`src/rtl/fc_credit_pkg.sv`:
```
package fc_credit_pkg;
  localparam int MODE_W    = 3;
  localparam int NUM_FLAGS = 3;

  localparam logic [MODE_W-1:0] MODE_CLEAR = 3'd0;

  // Fixed bit positions of the flags within status_flags
  typedef enum int {
    FLG_RDY_EQ_BURST = 0,
    FLG_LAST_EQ_BUF  = 1,
    FLG_RDY_EQ_BUF   = 2
  } flag_pos_e;
endpackage

```
`src/rtl/fc_rst_sync.sv`:
```
module fc_rst_sync #(
  parameter int STAGES = 2
) (
  input  logic clk,
  input  logic rst_n_in,
  output logic rst_n_out
);
  logic [STAGES-1:0] sync_q;
  logic [STAGES-1:0] sync_d;

  always_comb begin
    sync_d = {sync_q[STAGES-2:0], 1'b1};
  end

  always_ff @(posedge clk or negedge rst_n_in) begin
    if (!rst_n_in) sync_q <= '0;
    else           sync_q <= sync_d;
  end

  assign rst_n_out = sync_q[STAGES-1];
endmodule

```
`src/rtl/fc_wrap_counter.sv`:
```
module fc_wrap_counter #(
  parameter int W = 16
) (
  input  logic         clk,
  input  logic         rst_n,
  input  logic         clr,
  input  logic         load,
  input  logic [W-1:0] load_val,
  input  logic         inc,
  output logic [W-1:0] cnt,
  output logic [W-1:0] cnt_nxt
);
  localparam logic [W-1:0] STEP = W'(1);

  logic upd_en;

  // Priority: clear, then load, then increment
  always_comb begin
    cnt_nxt = cnt;
    if (clr)       cnt_nxt = '0;
    else if (load) cnt_nxt = load_val;
    else if (inc)  cnt_nxt = cnt + STEP;
    upd_en = clr | load | inc;
  end

  always_ff @(posedge clk or negedge rst_n) begin
    if (!rst_n)      cnt <= '0;
    else if (upd_en) cnt <= cnt_nxt;
  end
endmodule

```
`src/rtl/fc_eq_flag.sv`:
```
module fc_eq_flag #(
  parameter int W = 16
) (
  input  logic         clk,
  input  logic         rst_n,
  input  logic [W-1:0] lhs_nxt,
  input  logic [W-1:0] rhs_nxt,
  output logic         eq_q
);
  logic eq_d;

  always_comb begin
    eq_d = (lhs_nxt == rhs_nxt);
  end

  // All counters reset to zero, so every flag resets true
  always_ff @(posedge clk or negedge rst_n) begin
    if (!rst_n) eq_q <= 1'b1;
    else        eq_q <= eq_d;
  end
endmodule

```
`src/rtl/fc_credit_ctr.sv`:
```
module fc_credit_ctr
  import fc_credit_pkg::*;
#(
  parameter int CNT_W       = 16,
  parameter int SYNC_STAGES = 2
) (
  input  logic              clk,
  input  logic              rst_n,
  input  logic [MODE_W-1:0] mode_sel,
  input  logic              clr_cnt_n,
  input  logic              rdy_pulse,
  input  logic              buf_pulse,
  input  logic              burst_done,
  input  logic              burst_last,
  input  logic              disconnect,
  output logic [CNT_W-1:0]  ready_cnt,
  output logic [CNT_W-1:0]  burst_cnt,
  output logic [CNT_W-1:0]  buf_cnt,
  output logic [CNT_W-1:0]  lastb_cnt,
  output logic [NUM_FLAGS-1:0] status_flags
);
  logic rst_q_n;
  logic clr_all;
  logic lastb_inc;

  logic [CNT_W-1:0] ready_nxt;
  logic [CNT_W-1:0] burst_nxt;
  logic [CNT_W-1:0] buf_nxt;
  logic [CNT_W-1:0] lastb_nxt;

  logic [CNT_W-1:0] cmp_lhs [NUM_FLAGS];
  logic [CNT_W-1:0] cmp_rhs [NUM_FLAGS];

  fc_rst_sync #(.STAGES(SYNC_STAGES)) u_rst_sync (
    .clk       (clk),
    .rst_n_in  (rst_n),
    .rst_n_out (rst_q_n)
  );

  always_comb begin
    clr_all   = (mode_sel == MODE_CLEAR) || !clr_cnt_n;
    lastb_inc = burst_done & burst_last;
  end

  fc_wrap_counter #(.W(CNT_W)) u_burst (
    .clk (clk), .rst_n (rst_q_n), .clr (clr_all),
    .load (1'b0), .load_val ('0), .inc (burst_done),
    .cnt (burst_cnt), .cnt_nxt (burst_nxt)
  );

  fc_wrap_counter #(.W(CNT_W)) u_lastb (
    .clk (clk), .rst_n (rst_q_n), .clr (clr_all),
    .load (1'b0), .load_val ('0), .inc (lastb_inc),
    .cnt (lastb_cnt), .cnt_nxt (lastb_nxt)
  );

  fc_wrap_counter #(.W(CNT_W)) u_buf (
    .clk (clk), .rst_n (rst_q_n), .clr (clr_all),
    .load (1'b0), .load_val ('0), .inc (buf_pulse),
    .cnt (buf_cnt), .cnt_nxt (buf_nxt)
  );

  // Disconnect resynchronises READY to the burst count, including a
  // burst completing in the same cycle; load outranks the increment.
  fc_wrap_counter #(.W(CNT_W)) u_ready (
    .clk (clk), .rst_n (rst_q_n), .clr (clr_all),
    .load (disconnect), .load_val (burst_nxt), .inc (rdy_pulse),
    .cnt (ready_cnt), .cnt_nxt (ready_nxt)
  );

  always_comb begin
    cmp_lhs[FLG_RDY_EQ_BURST] = ready_nxt;
    cmp_rhs[FLG_RDY_EQ_BURST] = burst_nxt;
    cmp_lhs[FLG_LAST_EQ_BUF]  = lastb_nxt;
    cmp_rhs[FLG_LAST_EQ_BUF]  = buf_nxt;
    cmp_lhs[FLG_RDY_EQ_BUF]   = ready_nxt;
    cmp_rhs[FLG_RDY_EQ_BUF]   = buf_nxt;
  end

  for (genvar g = 0; g < NUM_FLAGS; g++) begin : g_flag
    fc_eq_flag #(.W(CNT_W)) u_flag (
      .clk     (clk),
      .rst_n   (rst_q_n),
      .lhs_nxt (cmp_lhs[g]),
      .rhs_nxt (cmp_rhs[g]),
      .eq_q    (status_flags[g])
    );
  end
endmodule

```
`config.mk`:
```
export PLATFORM = sky130hd
export DESIGN_NAME = fc_credit_ctr
export DESIGN_NICKNAME = d
export VERILOG_FILES = /design/src/rtl/fc_credit_pkg.sv /design/src/rtl/fc_rst_sync.sv /design/src/rtl/fc_wrap_counter.sv /design/src/rtl/fc_eq_flag.sv /design/src/rtl/fc_credit_ctr.sv
export SDC_FILE = /design/constraint.sdc
export NUM_CORES = 1
export LEC_CHECK = 0
export ABC_AREA = 1
export BUFFER_PORTS_ARGS = -buffer_cell sky130_fd_sc_hd__clkbuf_2
export CAP_MARGIN = 0
export CORE_AREA = 2 2 103 125
export CTS_CLUSTER_DIAMETER = 30
export DETAILED_ROUTE_END_ITERATION = 7
export DIE_AREA = 0 0 105 127
export GPL_ROUTABILITY_DRIVEN = 0
export PLACE_DENSITY_LB_ADDON = 0.05
export SLEW_MARGIN = 20
export SYNTH_ARGS = -nofsm -noshare
export SYNTH_HDL_FRONTEND = slang
export SYNTH_SLANG_ARGS = --single-unit
```
`constraint.sdc`:
```
create_clock -name clk -period 2.9 [get_ports clk]
set_clock_uncertainty 0.1 [all_clocks]
set_input_delay 0.58 -clock clk [delete_from_list [all_inputs] [get_ports clk]]
set_output_delay 0.58 -clock clk [all_outputs]
set_load 0.1 [all_outputs]
```
==> results.md, run 1 <==
* Status: completed
* Total negative setup slack at 0 ns
* Clk pin slew, worst setup/hold paths at around 0.05 ns
* Core area at 12000 um2
* Antenna-violating nets left at 0
* Clk pwr share at roughly 44%
* Slack of the critical path at 0.570 ns
* Post-DP HPWL at approximately 11000 um
* Seq cells post-synth at 69
* Routed WL at between 10000 and 15000 um
* H-tree levels at 3
* Vias in the first global route at between 4000 and 5000
* Sequential share of power at 39.9%
* Filler cell count at roughly 1300
* Gr usage total at 21.6%
* Static leakage at between 3 and 4 nW
* Initial antenna violation count at 0
* CTS Root Cell: clkbuf_16
* I/O Pins at between 70 and 80
* Drt first pass iters at 5
* Register area at approximately 1700 um2
* Commonest non-fill, non-tap cell in the layout: nand2_1
* Hold slack at 0.256 ns
* CP max FO at 9
* Die X at between 100 and 150 um
* Pin count of the biggest net entering global routing at between 60 and 70
* Synth top area share at between 30% and 40%
* Worst Setup SP: mode_sel[1]
* DP Worst Slack at 0.178 ns
* Max IR drop VDD at ~0.24 mV
* IO Port Bufs at 77
* Routed via count at 4935
* RSZ-0062 raised after global routing: false
* Number of diodes at 0
* CTS tree: done
* Row count at between 40 and 50
* Final hold vios at 0
* Logic pwr share at 16.4%
* Critical path endpoint category: register
* Num CTS Buffers at 9
* Skew-Pair Late Insertion Delay at 0.35 ns
* Fin crit share at 80.4%
* Area growth syn-to-layout at 18.7%
* Power Density at 450 nW/um2
* Max Freq at around 0.43 GHz
* Fin crit period at between 2 and 2.5 ns
* Flop2flop setup slack at 0.59 ns
* Syn_nets at roughly 780
* Switching power at between 0.7 and 0.8 mW
* Leading area contributor after synthesis: dfrtp_1
* Number of library cell types mapped by synthesis at 31
* Synth Warn # at 0
* Arrival time at the worst endpoint at ~2.5 ns
* Post-Syn Instances at between 700 and 800
* Worst hold path type: register to register
* Crit path kind: input port to register
* Wirelength per Cell at about 14 um
* Area of the mapped netlist at around 4800 um2
* Hold path start: u_rst_sync.sync_q[0]
* Global-route wire length before repair at approximately 22000 um
* Commonest non-fill, non-tap cells in the layout: 267 x nand2_1, 135 x inv_1, 102 x nand3_1
* Sw Share at 30.8%
* Grt total ovfl at 0
* Max-cap violations at 0
* Worst r2r src: u_buf.cnt[1]
* Final Net Count at 860
* CTS max path bufs at 2
* Area contributors post-synth: dfrtp_1 35%, nand2_1 21%, nand3_1 11%, inv_1 11%, nor2_1 6.1%
* Max_slew headroom at around two fifths
* Die Ht at roughly 130 um
* Via-to-Cell Ratio at 4.88
* Synth Area per Inst at 6.27 um2
* Hold Path Cell Cnt at 0
* Final slew viol count at 0
* Drt drc at 0
* Setup crit start kind: input port
* Postcts setup bufs at 0
* R2R depth at 12
* Clk sinks at roughly 70
* Die ar. at approximately 13000 um2
* Share of cells above drive strength 1 at about 14%
* Register area share after synthesis at between 30 and 40%
* Power Internal at around 1.8 mW
* Critical Path RT at 3.07 ns
* Final setup violation count at 0
* Area of the multi-input gates at roughly 2500 um2
* Least-Margin Pin Slew at 0.873 ns
* Initial detailed-routing violation count at ~260
* Starting Density at between 30% and 40%
-- path summary, 6_finish.rpt --
check | endpoint
worst max register to register | g_flag[2].u_flag.eq_q
min in group asynchronous | u_lastb.cnt[0]
worst min register to register | u_rst_sync.sync_q[1]
max in group asynchronous | u_burst.cnt[11]
worst min-delay path | u_rst_sync.sync_q[1]
worst max-delay path | g_flag[1].u_flag.eq_q
-- power groups by stage --
stage	combinational, mW	clock (mW)	sequential (mW)
final	0.417	1.11	1.02
after global routing	0.453	1.19	1.02
after CTS	0.422	1.14	1.02
after detailed placement	0.420	0	1.03
after floorplan	0.196	0	1.16
after global placement	0.417	0	1.03
-- per-layer routing --
| layer | up-vias | track usage (%) | part of all wire [%] |
|---|---|---|---|
| li1 | 2528 | - | - |
| met1 | 2243 | 24.9 | 42 |
| met2 | 138 | 38.6 | 50 |
| met3 | 26 | 4.29 | 4.9 |
| met4 | 0 | 9.80 | 3.6 |
| met5 | - | 0 | 0 |
-- sequential cells by signal, summed over array words and instances (netlist names) --
signal / count
u_buf.cnt: 16
u_burst.cnt: 16
u_lastb.cnt: 16
u_ready.cnt: 16
g_flag.u_flag.eq_q: 3
u_rst_sync.sync_q: 2
-- worst max-delay path, cell delays in order --
cell and delay (ns):
clkbuf_2 0.08, nor2_1 0.20, nand2_1 0.12, nand2_1 0.44, nor2_1 0.21, xnor2_1 0.21
nand3_1 0.12, nor2_1 0.22, nand2_1 0.08, nor2_1 0.10, nand2_1 0.05, nor2_1 0.10
-- stage by stage --
| step | cell area [um2] | cells | utilization, % | total power [mW] |
|---|---|---|---|---|
| finish | 5650 | 1011 | 47.1 | 2.54 |
| global route | 5650 | 1011 | 47.1 | 2.66 |
| CTS | 5650 | 1011 | 47.1 | 2.58 |
| detailed placement | 5350 | 994 | 44.6 | 1.45 |
| global placement | 5350 | 994 | 44.6 | 1.45 |
| floorplan | 4760 | 760 | - | 1.36 |
-- kinds of logic after synthesis --
logic type | synth area share (%)
xor+xnor | 1.65
flops | 36.3
compound gates | 5.75
buf+inv | 12.1
simple gates | 43.0
other cells | 0.0787
fa+ha+maj | 1.05
-- cell usage after synthesis --
cell,count
a21o_1,1
nand3_1,102
nor2_4,3
xor2_1,5
buf_2,5
a21oi_2,2
o21bai_1,6
o21ai_0,29
dfrtp_1,66
dfstp_2,3
conb_1,1
nor3_4,1
nor2_2,6
xnor2_1,4
nand2_2,3
ha_1,4
a21oi_1,7
o21ai_1,1
a21boi_2,1
nand2_1,267
nand4_1,12
clkbuf_1,2
o211ai_1,1
inv_1,135
or2_2,1
buf_4,4
nor3_1,4
nor2_1,77
nand3_2,1
inv_2,2
nand3b_1,4
-- timing repair --
item                                   4_1_cts  5_1_grt
gates resized for setup                      0        0
endpoints found under the hold margin        2        0
hold buffers                                 1        0
-- layout make-up --
| class | count | area share, % |
|---|---|---|
| inverters | 137 | 9.10 |
| clock inverters | 4 | 0.841 |
| repair buffers | 85 | 7.92 |
| well taps | 161 | 3.56 |
| clock buffers | 12 | 4.36 |
| flip-flops and latches | 69 | 30.6 |
| multi-input cells | 543 | 43.6 |
Note: power is estimated with default switching activity, not from simulation.
==> inputs of run 2 (changes only) <==
clock period = 2.33 ns   (was 2.9 ns; I/O delays follow)
==> run 2 against run 1 <==
  * Worst setup slack worse by 0.41 ns
  * Clock power is 23% higher
  * Via count is 0.95% higher
  * First-iteration DRC count is 31% lower
  * Critical endpoint is now g_flag[2].u_flag.eq_q
  * Flip-flop and latch count stayed put
  * Clock-buffer cell count is 1 lower
==> results.md, run 2 (synthesized netlist as in run 1, its figures left out) <==
* Status: completed
* Postcts setup bufs at 0
* Slack of the critical path at 0.162 ns
* Worst hold path type: register to asynchronous set/reset pin
* Initial antenna violation count at 0
* GR met3 Demand/Resource at 3.52%
* Die ar. at 13300 um2
* Critical path endpoint category: register
* Filler cell count at 1317
* CTS Root Cell: clkbuf_16
* Final slew viol count at 0
* Num CTS Buffers at 9
* Clk pwr share at a little over two fifths
* Worst r2r src: u_buf.cnt[1]
* Vias in the first global route at between 4000 and 5000
* Max-cap violations at 0
* Static leakage at about 3.3 nW
* Die Ht at 127 um
* Most used routing layer: met2
* Core area at between 10000 and 15000 um2
* Row count at 44
* Final setup violation count at 0
* Power Density at approximately 550 nW/um2
* Least-Margin Pin Slew at roughly 0.55 ns
* H-tree levels at 3
* DP Worst Slack at -0.0824 ns
* Commonest non-fill, non-tap cell in the layout: nand2_1
* Number of diodes at 0
* Routed WL at around 14000 um
* Critical Path RT at approximately 2.5 ns
* Worst Setup SP: u_buf.cnt[1]
* Clk pin slew, worst setup/hold paths at 0.06 ns
* Global-route wire length before repair at around 23000 um
* Clk sinks at 69
* Arrival time at the worst endpoint at between 2 and 2.5 ns
* Area of the multi-input gates at around 2500 um2
* Pin count of the biggest net entering global routing at just under 70
* Die X at ~110 um
* Starting Density at 39.7%
* Gr usage total at between 20% and 30%
* Register area at 1760 um2
* Drt drc at 0
* Logic pwr share at between 10% and 20%
* Grt total ovfl at 0
* Hold slack at 0.189 ns
* Final Net Count at 875
* Max_slew headroom at 63.3%
* Power Internal at 2.20 mW
* Fin crit share at 93.0%
* Commonest non-fill, non-tap cells in the layout: 267 x nand2_1, 135 x inv_1, 102 x nand3_1
* Max Freq at 0.461 GHz
* Skew-Pair Late Insertion Delay at 0.34 ns
* Initial detailed-routing violation count at between 150 and 200
* Switching power at between 0.9 and 1 mW
* Setup crit start kind: register
* Sw Share at 30.7%
* Drt first pass iters at 5
* CTS tree: done
* RSZ-0062 raised after global routing: true
* Max IR drop VDD at 0.328 mV
* Antenna-violating nets left at 0
* IO Port Bufs at 77
* Final Util at roughly 49%
* CTS max path bufs at 2
* Area growth syn-to-layout at 22.2%
* Share of cells above drive strength 1 at 18.5%
* Post-DP HPWL at between 10000 and 15000 um
* Via-to-Cell Ratio at 4.86
* Fin crit period at around 2.2 ns
* Final hold vios at 0
* I/O Pins at 78
* Crit path kind: register to register
* Met1 GRT Util at between 20% and 30%
* Wirelength per Cell at approximately 14 um
* Sequential share of power at between 30% and 40%
* Met2 Use GR at around 40%
* CP max FO at 4
* Routed via count at approximately 5000
run 2: layout make-up:
| cell class | count | share of cell area, % |
|---|---|---|
| inverters | 137 | 8.83 |
| clock inverters | 5 | 0.860 |
| multi-input cells | 543 | 42.4 |
| well taps | 161 | 3.46 |
| clock buffers | 11 | 4.17 |
| repair buffers | 100 | 10.1 |
| flip-flops and latches | 69 | 30.2 |
run 2: power by group through the flow:
stage / Sequential (mW) / Combinational (mW) / Clock (mW)
final: 1.27 / 0.537 / 1.37
after global routing: 1.27 / 0.582 / 1.45
after CTS: 1.27 / 0.542 / 1.40
after detailed placement: 1.29 / 0.539 / 0
after global placement: 1.29 / 0.535 / 0
after floorplan: 1.45 / 0.243 / 0
run 2: worst paths after layout:
path                                    endpoint  slack (ns)  depth (start not counted)
max                        g_flag[2].u_flag.eq_q        0.16                         12
min                               u_lastb.cnt[7]        0.19                          1
max reg2reg                g_flag[2].u_flag.eq_q        0.16                         12
min reg2reg                       u_lastb.cnt[7]        0.19                          1
max in group asynchronous  g_flag[1].u_flag.eq_q        1.61                          1
min in group clk            u_rst_sync.sync_q[1]        0.26                          0
run 2: per-stage QoR:
| step | TNS (ns) | power [mW] | std cells | cell area (um2) |
|---|---|---|---|---|
| final | 0 | 3.17 | 1026 | 5820 |
| after global routing | -0.0552 | 3.31 | 1026 | 5820 |
| after CTS | 0 | 3.21 | 1026 | 5820 |
| after detailed placement | -0.116 | 1.83 | 1009 | 5510 |
| after global placement | -0.0492 | 1.82 | 1009 | 5510 |
| after floorplan | 0 | 1.69 | 760 | 4790 |
run 2: timing repair:
action,in CTS,in global routing
hold buffers,1,0
hold endpoints to repair,2,0
endpoints found under the setup margin,0,3
gates resized for setup,0,2
run 2: metal layers:
layer | wire length (um) | part of all wire, %
met2 | 7080 | 50
met5 | 0 | 0
met1 | 6010 | 43
met3 | 470 | 3.3
met4 | 526 | 3.7
run 2: worst max-delay path: stages, from the launching register on:
cell and delay, ns:
dfrtp_2 0.39, ha_1 0.15, nand2_1 0.12, nor2_1 0.15
nand3_1 0.22, xor2_1 0.23, nor2_2 0.23, nand3_1 0.11
nand2_1 0.08, nand2_1 0.07, nor2_1 0.11, nand2_1 0.07
nor2_1 0.08
==> inputs of run 3 (changes only) <==
SETUP_SLACK_MARGIN = 0.5   (was unset)
==> run 3 against run 2 <==
  * Sequential share of layout area decreased by 0.47 points
  * First-iteration DRC count increased by 51%
  * Flip-flop and latch count unchanged
  * Maximum frequency increased by 5.1%
  * Via count increased by 1.6%
  * Final cell count increased by 0.19%
  * Critical path depth increased by 5
  * Utilization increased by 4.1 points
  * Highest routed layer unchanged
  * Clock-buffer cell count increased by 4
  * Global-route usage increased by 0.21 points
  * Largest power group unchanged
==> results.md, run 3 (synthesized netlist as in run 1, its figures left out) <==
* Worst Setup SP: u_burst.cnt[0]
* Stages on the worst setup path at 17
* CP bufs+invs at 2
* H-tree levels at 3
* Power Internal at between 2 and 2.5 mW
* Worst hold path type: register to asynchronous set/reset pin
* Fin crit share at between 80% and 90%
* Skew-Pair Late Insertion Delay at roughly 0.34 ns
* Max-cap violations at 0
* Vias in the first global route at 4979
* Num CTS Buffers at 9
* Logic pwr share at a little under a fifth
* CP max stage delay at around 0.50 ns
* Commonest non-fill, non-tap cell in the layout: nand2_1
* CTS max path bufs at 2
* Arrival time at the worst endpoint at 2.24 ns
* Via-to-Cell Ratio at just under 5
* Area of the multi-input gates at about 2800 um2
* Final slew viol count at 0
* Fin crit period at 2.06 ns
* Die Ht at about 130 um
* Total negative setup slack at 0 ns
* Die ar. at between 10000 and 15000 um2
* Final Net Count at between 800 and 900
* Gr usage total at 22.3%
* Slack of the critical path at between 0.2 and 0.3 ns
* Max Freq at approximately 0.48 GHz
* Area growth syn-to-layout at 32.5%
* R2R depth at 17
* Share of cells above drive strength 1 at ~31%
* Initial detailed-routing violation count at between 200 and 300
* Least-Margin Pin Slew at 0.547 ns
* Commonest non-fill, non-tap cells in the layout: 247 x nand2_1, 128 x inv_1, 86 x nand3_1
* Number of diodes at 0
* Critical path endpoint category: register
* Critical Path RT at between 2 and 3 ns
* Starting Density at just under 40%
* I/O Pins at between 70 and 80
* CP max FO at 4
* CTS tree: done
* Worst r2r src: u_burst.cnt[0]
* Critical Path End: g_flag[2].u_flag.eq_q
* Crit path cell chain: ha_4 -> nand2_4 -> inv_4 -> buf_6 -> nand2_2 -> nand2_2 -> nand2_2 -> nand2_2 -> nand2_2 -> nand2_1 -> nand2_1 -> nand3_2 -> nor2_4 -> nand2_1 -> nor2_1 -> nand2_1 -> nor2_2
* Setup crit start kind: register
* Grt total ovfl at 0
* R2R Path End: g_flag[2].u_flag.eq_q
* Initial antenna violation count at 0
* Antenna-violating nets left at 0
* Hold slack at roughly 0.12 ns
* Crit-path most repeated cell: nand2_2
* RSZ-0062 raised after global routing: true
* Max_slew headroom at between 60% and 70%
* Row count at 44
* Routed via count at ~5100
* Final Power at between 3 and 4 mW
* Clk pwr share at between 40% and 50%
* Register area at 1880 um2
* Core area at around 12000 um2
* Global-route wire length before repair at ~23000 um
* Pin count of the biggest net entering global routing at 50
* Final Cell Area at between 6000 and 7000 um2
* Final setup violation count at 0
* Drt drc at 0
* Placed cell count at 1000
* Power Density at around 500 nW/um2
* Delay-heaviest family, CP: simple AND/OR/NAND/NOR gates
* Clk sinks at 69
* Crit path kind: register to register
* Switching power at 0.977 mW
* Flop2flop setup slack at 0.27 ns
* Drt first pass iters at 5
* Routed WL at roughly 14000 um
* IO Port Bufs at just under 80
* Sw Share at between 30% and 40%
* Post-DP HPWL at between 10000 and 15000 um
* Slowest CP cell: dfrtp_4
* CTS Root Cell: clkbuf_16
* Static leakage at 3.31 nW
* Final cell count without fillers at about 1000
* DP Worst Slack at -0.100 ns
* Status: completed
* Wirelength per Cell at 14.0 um
* Die X at between 100 and 150 um
* Sequential share of power at 40.6%
* Filler cell count at roughly 1200
* Final hold vios at 0
* DP Area at about 5700 um2
* Clk pin slew, worst setup/hold paths at around 0.05 ns
* Max IR drop VDD at slightly above 0.3 mV
* Final Util at between 50% and 60%
run 3: cell types whose count changed in the layout (fill, tap and decap cells not counted), moves of 16 or more:
cell,change
dfrtp_1,-35
dfrtp_4,+30
nand2_1,-20
nor2_1,-18
nand2_2,+17
nand3_1,-16
run 3: what timing repair did:
| item | CTS | global route |
|---|---|---|
| resized for setup | 28 | 62 |
| cloned | 0 | 0 |
| pin swaps | 18 | 22 |
| hold buffers | 1 | 0 |
| hold endpoints to repair | 2 | 0 |
| setup endpoints to repair | 7 | 20 |
| setup buffers | 5 | 6 |
run 3: how the worst min path moves through the flow:
stage | startpoint | to | slack, ns | depth (start not counted)
after floorplan | rst_n | u_rst_sync.sync_q[0] | 0.07 | 0
after global placement | u_rst_sync.sync_q[1] | u_lastb.cnt[2] | 0.13 | 0
after detailed placement | u_rst_sync.sync_q[1] | u_lastb.cnt[2] | 0.15 | 0
after CTS | u_rst_sync.sync_q[1] | u_lastb.cnt[2] | 0.15 | 0
after global routing | u_rst_sync.sync_q[1] | u_lastb.cnt[2] | 0.17 | 0
final | u_rst_sync.sync_q[1] | u_lastb.cnt[2] | 0.12 | 0
run 3: area by class of cell:
class                           instances  area share, %
Multi-Input combinational cell        543           44.6
Sequential cell                        69           29.7
Timing Repair Buffer                  102           9.79
Inverter                              137           8.24
Clock buffer                           15           4.40
Tap cell                              161           3.19
Clock inverter                          1         0.0793
run 3: power by group through the flow:
stage	combinational, mW	sequential, mW	clock (mW)
after floorplan	0.249	1.47	0
after global placement	0.528	1.31	0
after detailed placement	0.533	1.31	0
after CTS	0.559	1.29	1.33
after global routing	0.625	1.29	1.38
final	0.578	1.29	1.30
run 3: layer usage:
layer	vias up	wire length, um	global-route usage, %
li1	2547	-	-
met5	-	0	0
met4	0	694	14.0
met3	39	489	2.35
met2	135	7240	39.8
met1	2341	6000	25.6
